===== src/rtl/i2c_mem_pkg.sv =====
// Shared types and constants for the I2C memory target engine.
// Assumes nothing beyond a synthesizable 1800-2017 flow.
package i2c_mem_pkg;

    // Transfer phase of the engine.
    typedef enum logic [2:0] {
        PH_IDLE  = 3'd0,   // waiting for START
        PH_SEL   = 3'd1,   // receiving the device-select byte
        PH_ADDR  = 3'd2,   // receiving the low address byte
        PH_WDATA = 3'd3,   // receiving write data bytes
        PH_RDATA = 3'd4,   // sending read data bytes
        PH_SKIP  = 3'd5    // not addressed, wait for START or STOP
    } phase_e;

    localparam logic [3:0] SEL_TAG    = 4'b1010;
    localparam int         BYTE_BITS  = 8;
    localparam int         FRAME_BITS = BYTE_BITS + 1;
    localparam int         CNT_W      = $clog2(FRAME_BITS + 1);

endpackage


===== src/rtl/i2c_line_monitor.sv =====
// Line monitor: keeps one-cycle-old copies of SCL and SDA and
// flags SCL edges and START/STOP conditions.
// Assumes both lines are synchronised to clk and that clk is several
// times faster than SCL, so every bus event spans at least one cycle.
module i2c_line_monitor (
    input  logic clk,
    input  logic rst_n,
    input  logic scl_i,
    input  logic sda_i,
    output logic scl_rise_o,
    output logic scl_fall_o,
    output logic start_o,
    output logic stop_o
);
    logic scl_q;
    logic sda_q;

    // Hold last-cycle line levels; idle bus reads high.
    always_ff @(posedge clk) begin
        if (!rst_n) begin
            scl_q <= 1'b1;
            sda_q <= 1'b1;
        end else begin
            scl_q <= scl_i;
            sda_q <= sda_i;
        end
    end

    // Decode edges and conditions from the old and new levels.
    always_comb begin
        scl_rise_o = scl_i & ~scl_q;
        scl_fall_o = ~scl_i & scl_q;
        start_o    = scl_i & scl_q & sda_q & ~sda_i;
        stop_o     = scl_i & scl_q & ~sda_q & sda_i;
    end

endmodule


===== src/rtl/i2c_byte_shifter.sv =====
// Byte shifter shared by receive and transmit.
// Receive: cap_en shifts the sampled SDA bit in at the LSB.
// Transmit: load_en parks a byte, adv_en moves the next bit to the MSB.
// Assumes the controller never asserts two enables in one cycle;
// load has priority if it does.
module i2c_byte_shifter #(
    parameter int W = 8
) (
    input  logic         clk,
    input  logic         rst_n,
    input  logic         cap_en,
    input  logic         adv_en,
    input  logic         load_en,
    input  logic         bit_i,
    input  logic [W-1:0] load_val,
    output logic [W-1:0] data_o
);
    logic [W-1:0] sh_q;

    // Load, capture or advance the shift register.
    always_ff @(posedge clk) begin
        if (!rst_n) begin
            sh_q <= '0;
        end else if (load_en) begin
            sh_q <= load_val;
        end else if (cap_en) begin
            sh_q <= {sh_q[W-2:0], bit_i};
        end else if (adv_en) begin
            sh_q <= {sh_q[W-2:0], 1'b0};
        end
    end

    assign data_o = sh_q;

endmodule


===== src/rtl/i2c_addr_counter.sv =====
// Internal byte address counter.
// A load builds the address from the select-byte bits and the low byte.
// An increment wraps from the last location to 0.
// Assumes ADDR_W is 9 (a9 forced to 0) or 10 (a9 and a8 both used).
module i2c_addr_counter #(
    parameter int ADDR_W = 10
) (
    input  logic              clk,
    input  logic              rst_n,
    input  logic              load_en,
    input  logic              inc_en,
    input  logic [1:0]        sel_bits,   // [1]=a9 candidate, [0]=a8
    input  logic [7:0]        low_byte,
    output logic [ADDR_W-1:0] addr_o
);
    localparam int HI_W = ADDR_W - 8;

    logic [HI_W-1:0]   hi_bits;
    logic [ADDR_W-1:0] addr_q;

    // Select how many upper bits come from the select byte.
    generate
        if (HI_W >= 2) begin : g_two_hi
            assign hi_bits = sel_bits[HI_W-1:0];
        end else begin : g_one_hi
            assign hi_bits = sel_bits[0];
        end
    endgenerate

    // Load or advance the address; width gives natural wrap.
    always_ff @(posedge clk) begin
        if (!rst_n) begin
            addr_q <= '0;
        end else if (load_en) begin
            addr_q <= {hi_bits, low_byte};
        end else if (inc_en) begin
            addr_q <= addr_q + 1'b1;
        end
    end

    assign addr_o = addr_q;

    // the last location is followed by location 0.
    assert_addr_wrap_R9: assert property (@(posedge clk) disable iff (!rst_n)
        (inc_en && !load_en && (addr_q == {ADDR_W{1'b1}})) |=> (addr_q == '0));

endmodule


===== src/rtl/i2c_mem_target.sv =====
// I2C memory target engine (top).
// Decodes the bus phases and handles the acknowledge bit. It drives the
// shifter and address counter, serves reads from a same-cycle memory port
// and strobes write bytes to a page-write controller.
// Assumes synchronised SCL/SDA, clk much faster than SCL, and that
// mem_rdata_i reflects mem_addr_o combinationally.
module i2c_mem_target #(
    parameter int ADDR_W = 10
) (
    input  logic              clk,
    input  logic              rst_n,
    input  logic              scl_i,
    input  logic              sda_i,
    input  logic              busy_i,
    input  logic [7:0]        mem_rdata_i,
    output logic              sda_oe_o,
    output logic [ADDR_W-1:0] mem_addr_o,
    output logic              wr_valid_o,
    output logic [ADDR_W-1:0] wr_addr_o,
    output logic [7:0]        wr_data_o,
    output logic              wr_commit_o
);
    import i2c_mem_pkg::*;

    localparam logic [CNT_W-1:0] LAST_DATA = CNT_W'(BYTE_BITS);
    localparam logic [CNT_W-1:0] ACK_BIT   = CNT_W'(FRAME_BITS);

    logic scl_rise, scl_fall, start_det, stop_det;
    logic [7:0]        shreg;
    logic [ADDR_W-1:0] addr;

    phase_e            phase;
    logic [CNT_W-1:0]  bit_cnt;
    logic              sda_oe_q;
    logic              rw_q;
    logic [1:0]        sel_hi_q;
    logic              host_ack_q;
    logic              wr_valid_q;
    logic [7:0]        wr_data_q;
    logic [ADDR_W-1:0] wr_addr_q;
    logic              wr_pend_q;
    logic              commit_q;

    logic bus_evt, active, rx_phase, sel_match;
    logic sh_cap, sh_adv, sh_load, a_load, a_inc;

    i2c_line_monitor u_mon (
        .clk        (clk),
        .rst_n      (rst_n),
        .scl_i      (scl_i),
        .sda_i      (sda_i),
        .scl_rise_o (scl_rise),
        .scl_fall_o (scl_fall),
        .start_o    (start_det),
        .stop_o     (stop_det)
    );

    // Datapath strobes derived from phase, bit count and SCL edges.
    always_comb begin
        bus_evt   = start_det | stop_det;
        active    = (phase != PH_IDLE) && (phase != PH_SKIP);
        rx_phase  = (phase == PH_SEL) || (phase == PH_ADDR) || (phase == PH_WDATA);
        sel_match = (shreg[7:4] == SEL_TAG) && !busy_i;
        sh_cap    = !bus_evt && scl_rise && rx_phase && (bit_cnt < LAST_DATA);
        sh_adv    = !bus_evt && scl_fall && (phase == PH_RDATA)
                    && (bit_cnt != '0) && (bit_cnt < LAST_DATA);
        sh_load   = !bus_evt && scl_fall && (bit_cnt == ACK_BIT)
                    && (((phase == PH_SEL) && rw_q) || ((phase == PH_RDATA) && host_ack_q));
        a_load    = !bus_evt && scl_fall && (bit_cnt == LAST_DATA) && (phase == PH_ADDR);
        a_inc     = sh_load
                    || (!bus_evt && scl_fall && (bit_cnt == LAST_DATA) && (phase == PH_WDATA));
    end

    i2c_byte_shifter #(.W(8)) u_shift (
        .clk      (clk),
        .rst_n    (rst_n),
        .cap_en   (sh_cap),
        .adv_en   (sh_adv),
        .load_en  (sh_load),
        .bit_i    (sda_i),
        .load_val (mem_rdata_i),
        .data_o   (shreg)
    );

    i2c_addr_counter #(.ADDR_W(ADDR_W)) u_addr (
        .clk      (clk),
        .rst_n    (rst_n),
        .load_en  (a_load),
        .inc_en   (a_inc),
        .sel_bits (sel_hi_q),
        .low_byte (shreg),
        .addr_o   (addr)
    );

    // Phase sequencing, bit counting, SDA drive and write strobes.
    always_ff @(posedge clk) begin
        if (!rst_n) begin
            phase      <= PH_IDLE;
            bit_cnt    <= '0;
            sda_oe_q   <= 1'b0;
            rw_q       <= 1'b0;
            sel_hi_q   <= '0;
            host_ack_q <= 1'b0;
            wr_valid_q <= 1'b0;
            wr_data_q  <= '0;
            wr_addr_q  <= '0;
            wr_pend_q  <= 1'b0;
            commit_q   <= 1'b0;
        end else begin
            wr_valid_q <= 1'b0;
            commit_q   <= 1'b0;
            if (stop_det) begin
                phase     <= PH_IDLE;
                bit_cnt   <= '0;
                sda_oe_q  <= 1'b0;
                commit_q  <= wr_pend_q;
                wr_pend_q <= 1'b0;
            end else if (start_det) begin
                phase    <= PH_SEL;
                bit_cnt  <= '0;
                sda_oe_q <= 1'b0;
            end else if (active && scl_rise) begin
                bit_cnt <= bit_cnt + 1'b1;
                if ((phase == PH_RDATA) && (bit_cnt == LAST_DATA)) begin
                    host_ack_q <= !sda_i;
                end
            end else if (active && scl_fall) begin
                if (bit_cnt == LAST_DATA) begin
                    case (phase)
                        PH_SEL: begin
                            if (sel_match) begin
                                sda_oe_q <= 1'b1;
                                rw_q     <= shreg[0];
                                sel_hi_q <= shreg[2:1];
                            end else begin
                                sda_oe_q <= 1'b0;
                                phase    <= PH_SKIP;
                            end
                        end
                        PH_ADDR:  sda_oe_q <= 1'b1;
                        PH_WDATA: begin
                            sda_oe_q   <= 1'b1;
                            wr_valid_q <= 1'b1;
                            wr_data_q  <= shreg;
                            wr_addr_q  <= addr;
                            wr_pend_q  <= 1'b1;
                        end
                        default:  sda_oe_q <= 1'b0;
                    endcase
                end else if (bit_cnt == ACK_BIT) begin
                    bit_cnt  <= '0;
                    sda_oe_q <= 1'b0;
                    case (phase)
                        PH_SEL: begin
                            if (rw_q) begin
                                phase    <= PH_RDATA;
                                sda_oe_q <= !mem_rdata_i[7];
                            end else begin
                                phase <= PH_ADDR;
                            end
                        end
                        PH_ADDR: phase <= PH_WDATA;
                        PH_RDATA: begin
                            if (host_ack_q) begin
                                sda_oe_q <= !mem_rdata_i[7];
                            end else begin
                                phase <= PH_SKIP;
                            end
                        end
                        default: ;
                    endcase
                end else if ((phase == PH_RDATA) && (bit_cnt != '0)) begin
                    sda_oe_q <= !shreg[6];
                end
            end
        end
    end

    assign sda_oe_o    = sda_oe_q;
    assign mem_addr_o  = addr;
    assign wr_valid_o  = wr_valid_q;
    assign wr_addr_o   = wr_addr_q;
    assign wr_data_o   = wr_data_q;
    assign wr_commit_o = commit_q;

    // SDA is only ever pulled low in a cycle that saw SCL low.
    assert_sda_drive_scl_low_R13: assert property (@(posedge clk) disable iff (!rst_n)
        $rose(sda_oe_o) |-> !$past(scl_i));

    // a select byte ending while busy is never acknowledged.
    assert_busy_nack_R11: assert property (@(posedge clk) disable iff (!rst_n)
        (scl_fall && !bus_evt && (phase == PH_SEL) && (bit_cnt == LAST_DATA) && busy_i)
        |=> !sda_oe_o);

    // a STOP releases SDA and returns to idle.
    assert_stop_idle_R10: assert property (@(posedge clk) disable iff (!rst_n)
        stop_det |=> (!sda_oe_o && (phase == PH_IDLE)));

    // a START restarts bit counting in the select phase.
    assert_start_frame_R12: assert property (@(posedge clk) disable iff (!rst_n)
        start_det |=> ((bit_cnt == '0) && (phase == PH_SEL)));

    // each write strobe lasts exactly one cycle.
    assert_wr_pulse_R6: assert property (@(posedge clk) disable iff (!rst_n)
        wr_valid_o |=> !wr_valid_o);

    // a receiver acknowledge is held until the next SCL fall.
    assert_ack_hold_R4: assert property (@(posedge clk) disable iff (!rst_n)
        (sda_oe_o && rx_phase && !scl_fall && !bus_evt) |=> sda_oe_o);

endmodule


===== config.mk =====
export PLATFORM = sky130hd
export DESIGN_NAME = i2c_mem_target
export DESIGN_NICKNAME = d
export VERILOG_FILES = /design/src/rtl/i2c_mem_pkg.sv /design/src/rtl/i2c_line_monitor.sv /design/src/rtl/i2c_byte_shifter.sv /design/src/rtl/i2c_addr_counter.sv /design/src/rtl/i2c_mem_target.sv
export SDC_FILE = /design/constraint.sdc
export NUM_CORES = 1
export LEC_CHECK = 0
export BUFFER_PORTS_ARGS = -buffer_cell sky130_fd_sc_hd__clkbuf_2
export CAP_MARGIN = 20
export CORE_MARGIN = 4
export CORE_UTILIZATION = 50
export DETAILED_ROUTE_END_ITERATION = 6
export PLACE_DENSITY_LB_ADDON = 0.25
export SLEW_MARGIN = 20
export SYNTH_ARGS = -nofsm -noshare
export SYNTH_HDL_FRONTEND = slang
export SYNTH_SLANG_ARGS = --single-unit

===== constraint.sdc =====
create_clock -name clk -period 4.9 [get_ports clk]
set_input_delay 0.735 -clock clk [delete_from_list [all_inputs] [get_ports clk]]
set_output_delay 0.735 -clock clk [all_outputs]
set_load 0.1 [all_outputs]

==> metrics.csv <==
metric;value;unit
CTS tree;done;
Worst EP required;5100;ps
top cell family by delay on the critical path;compound AO/OA/AOI/OAI gates;
Area Growth Syn to Fin;11.0;%
crit start category;register;
Yosys top cell area share;39.6;%
Final Setup Violations;0;
Switching Fraction;23.4;%
async set-reset flop share out of synthesis;0;%
Netlist Area Pre-Place;2680;um^2
post-CTS setup buffers;0;
P_sw;165;uW
hpwl dp;4.49;mm
Die Span X;81.2;um
Slew HR;38.6;%
Routed WL;6.27;mm
H-tree levels;2;
critical path class;reg2reg;
number of diodes;0;
fin crit period;2600;ps
Post-synth EDFFs;0;
die height;81.2;um
worst clock skew;7.01;ps
run status;finished, final reports clean;
remaining antenna violation count;0;
clock root buffer;clkbuf_8;
Top FF cell, synth;dfxtp_1;
Final Max Tran Viols;0;
Synth cell types;54;
number of DRC markers in iteration 0;133;
hold_buf cts;0;
final core occ;57.9;%
FF/Latch Area;1060;um^2
Hold Fails Final Rpt;0;
period utilization;53.1;%
pwr dens;238;nW/um^2
critical path fanouts, max;21;
Combinational Power Share;3.6;%
f_max;384;MHz
core area;5140;um^2
I/O pin count;44;
filler instances;513;
synthesis-stage register bit count;53;
top post-synthesis cells by count;60 x nand2_1, 53 x dfxtp_1, 42 x a21oi_1;
Cell Rows;26;
VDD IR max;0.178;mV
I/O Buffers;43;
reg2reg setup slack;2300;ps
CTS max path bufs;2;
Yosys warning total;0;
drt pass-1 iters;4;
drt via density;5.59;
post-DR wirelength/cell;14.6;um
vias in the first global route;2192;
largest net degree at the start of global routing;30;
WP data arrival;2800;ps
cell-by-cell trace of the critical path;and4bb_2, o211ai_2, and2_1, nor3_1, o311a_1;
Post-Syn Nets;343;
Final #Nets;375;
grt ovf;0;
clock share of power;35.1;%
Worst path slowest cell;dfxtp_1;
WP buf/inv;0;
P_int;542;uW
Clock transition at path regs;100;ps
Avg Cell Area, Syn;8.23;um^2
share of layout cells above drive strength 1;17.3;%
synthesized instance count;326;
Remaining DRCs;0;
GP Congestion;0.900;
Worst-Margin Slew;920;ps
TNS Setup;0;ps
CTS Sinks;53;
power share of the sequential group;61.2;%
max_cap viols;0;
Overall Global Routing Usage;20.2;%
RSZ-0062 raised after global routing;false;
Clock Latency Late Sink;300;ps
Resize count post-CTS;0;
CP peak stage delay;710;ps
register area share after synthesis;39.6;%
P_leak;1.06;nW
antenna violations before repair;0;
most frequent cell after synthesis;nand2_1;
area leader, netlist;dfxtp_1;
multi-input logic area;1510;um^2
CTS Buf Count;5;
Crit. End Element;register;
Initial Util;52.2;%
die area;6600;um^2
via count;2399;
Design Area, Final;2980;um^2
first-pass GRT wire length;10.5;mm
Cell Area, Placed;2890;um^2
synth top area cells;dfxtp_1 40%, nand2_1 8.4%, a21oi_1 7.8%;
Worst Hold Class;reg2reg;
-- state kept, by name, indices dropped and copies added, names as in the netlist, 2 cells and up --
register / flops
bit_cnt: 4
wr_addr_o: 10
phase: 3
wr_data_o: 8
u_shift.data_o: 8
sel_hi_q: 2
u_addr.addr_o: 10
-- worst register-to-register path, delay by kind of cell (launching register included) --
family | cells | cell delay [ps]
AND/OR/NAND/NOR | 3 | 890
flip-flops | 1 | 710
AO/OA/AOI/OAI | 2 | 910
-- per-stage QoR --
stage                     power (mW)  std cells  hold WS [ps]  setup slack (ps)
after global placement         0.468        421           421              2370
after CTS                      0.714        429           446              2310
final                          0.707        429           446              2300
after detailed placement       0.468        421           427              2330
after global routing           0.732        429           475              2100
after floorplan                0.458        326           410              2680
-- cell families after synthesis --
logic type	share of synthesized area, %
AND/OR/NAND/NOR	26.4
AO/OA/AOI/OAI	21.9
flip-flops	39.6
buffers and inverters	4.24
multiplexers	4.10
XOR/XNOR	1.96
adder cells (fa/ha/maj)	1.87
-- metal layers --
layer  share of wire, %  vias up  track usage, %
met1                 49     1119            29.3
met2                 46       54            31.4
met5                  0        -               0
met4               0.93        0            4.56
li1                   -     1220               -
met3                4.8        6            3.10
-- cell usage in the layout (no fill, tap or decap), types with 4 or more instances in the layout --
master	n
nand2b_1	9
mux2i_1	11
nand3_1	10
a21oi_1	42
ha_1	4
nand2_1	60
clkbuf_8	5
nor2_1	20
dfxtp_1	53
a31oi_1	4
inv_1	5
nor3_1	7
o21ai_0	21
clkbuf_2	43
-- power groups by stage --
stage / Clock, mW / Combinational, mW / Sequential, mW
2_1_floorplan: 0 / 0.0157 / 0.442
3_3_place_gp: 0 / 0.0252 / 0.443
3_5_place_dp: 0 / 0.0256 / 0.443
4_1_cts: 0.255 / 0.0258 / 0.433
5_1_grt: 0.270 / 0.0287 / 0.433
6_report: 0.249 / 0.0257 / 0.433
-- path summary, 6_finish.rpt --
check	from	endpoint	cells after the start
setup / recovery	phase[0]	u_addr.addr_o[8]	5
hold / removal	wr_pend_q	wr_commit_o	2
setup reg to reg	phase[0]	u_addr.addr_o[8]	5
hold reg to reg	wr_pend_q	wr_commit_o	2
-- area by class of cell --
| type | count | area share [%] |
|---|---|---|
| clock buffers | 6 | 2.44 |
| clock inverters | 2 | 0.462 |
| inverters | 5 | 0.631 |
| multi-input cells | 250 | 50.7 |
| flip-flops and latches | 53 | 35.6 |
| well taps | 70 | 2.94 |
| repair buffers | 43 | 7.23 |
Note: power is estimated with default switching activity, not from simulation.
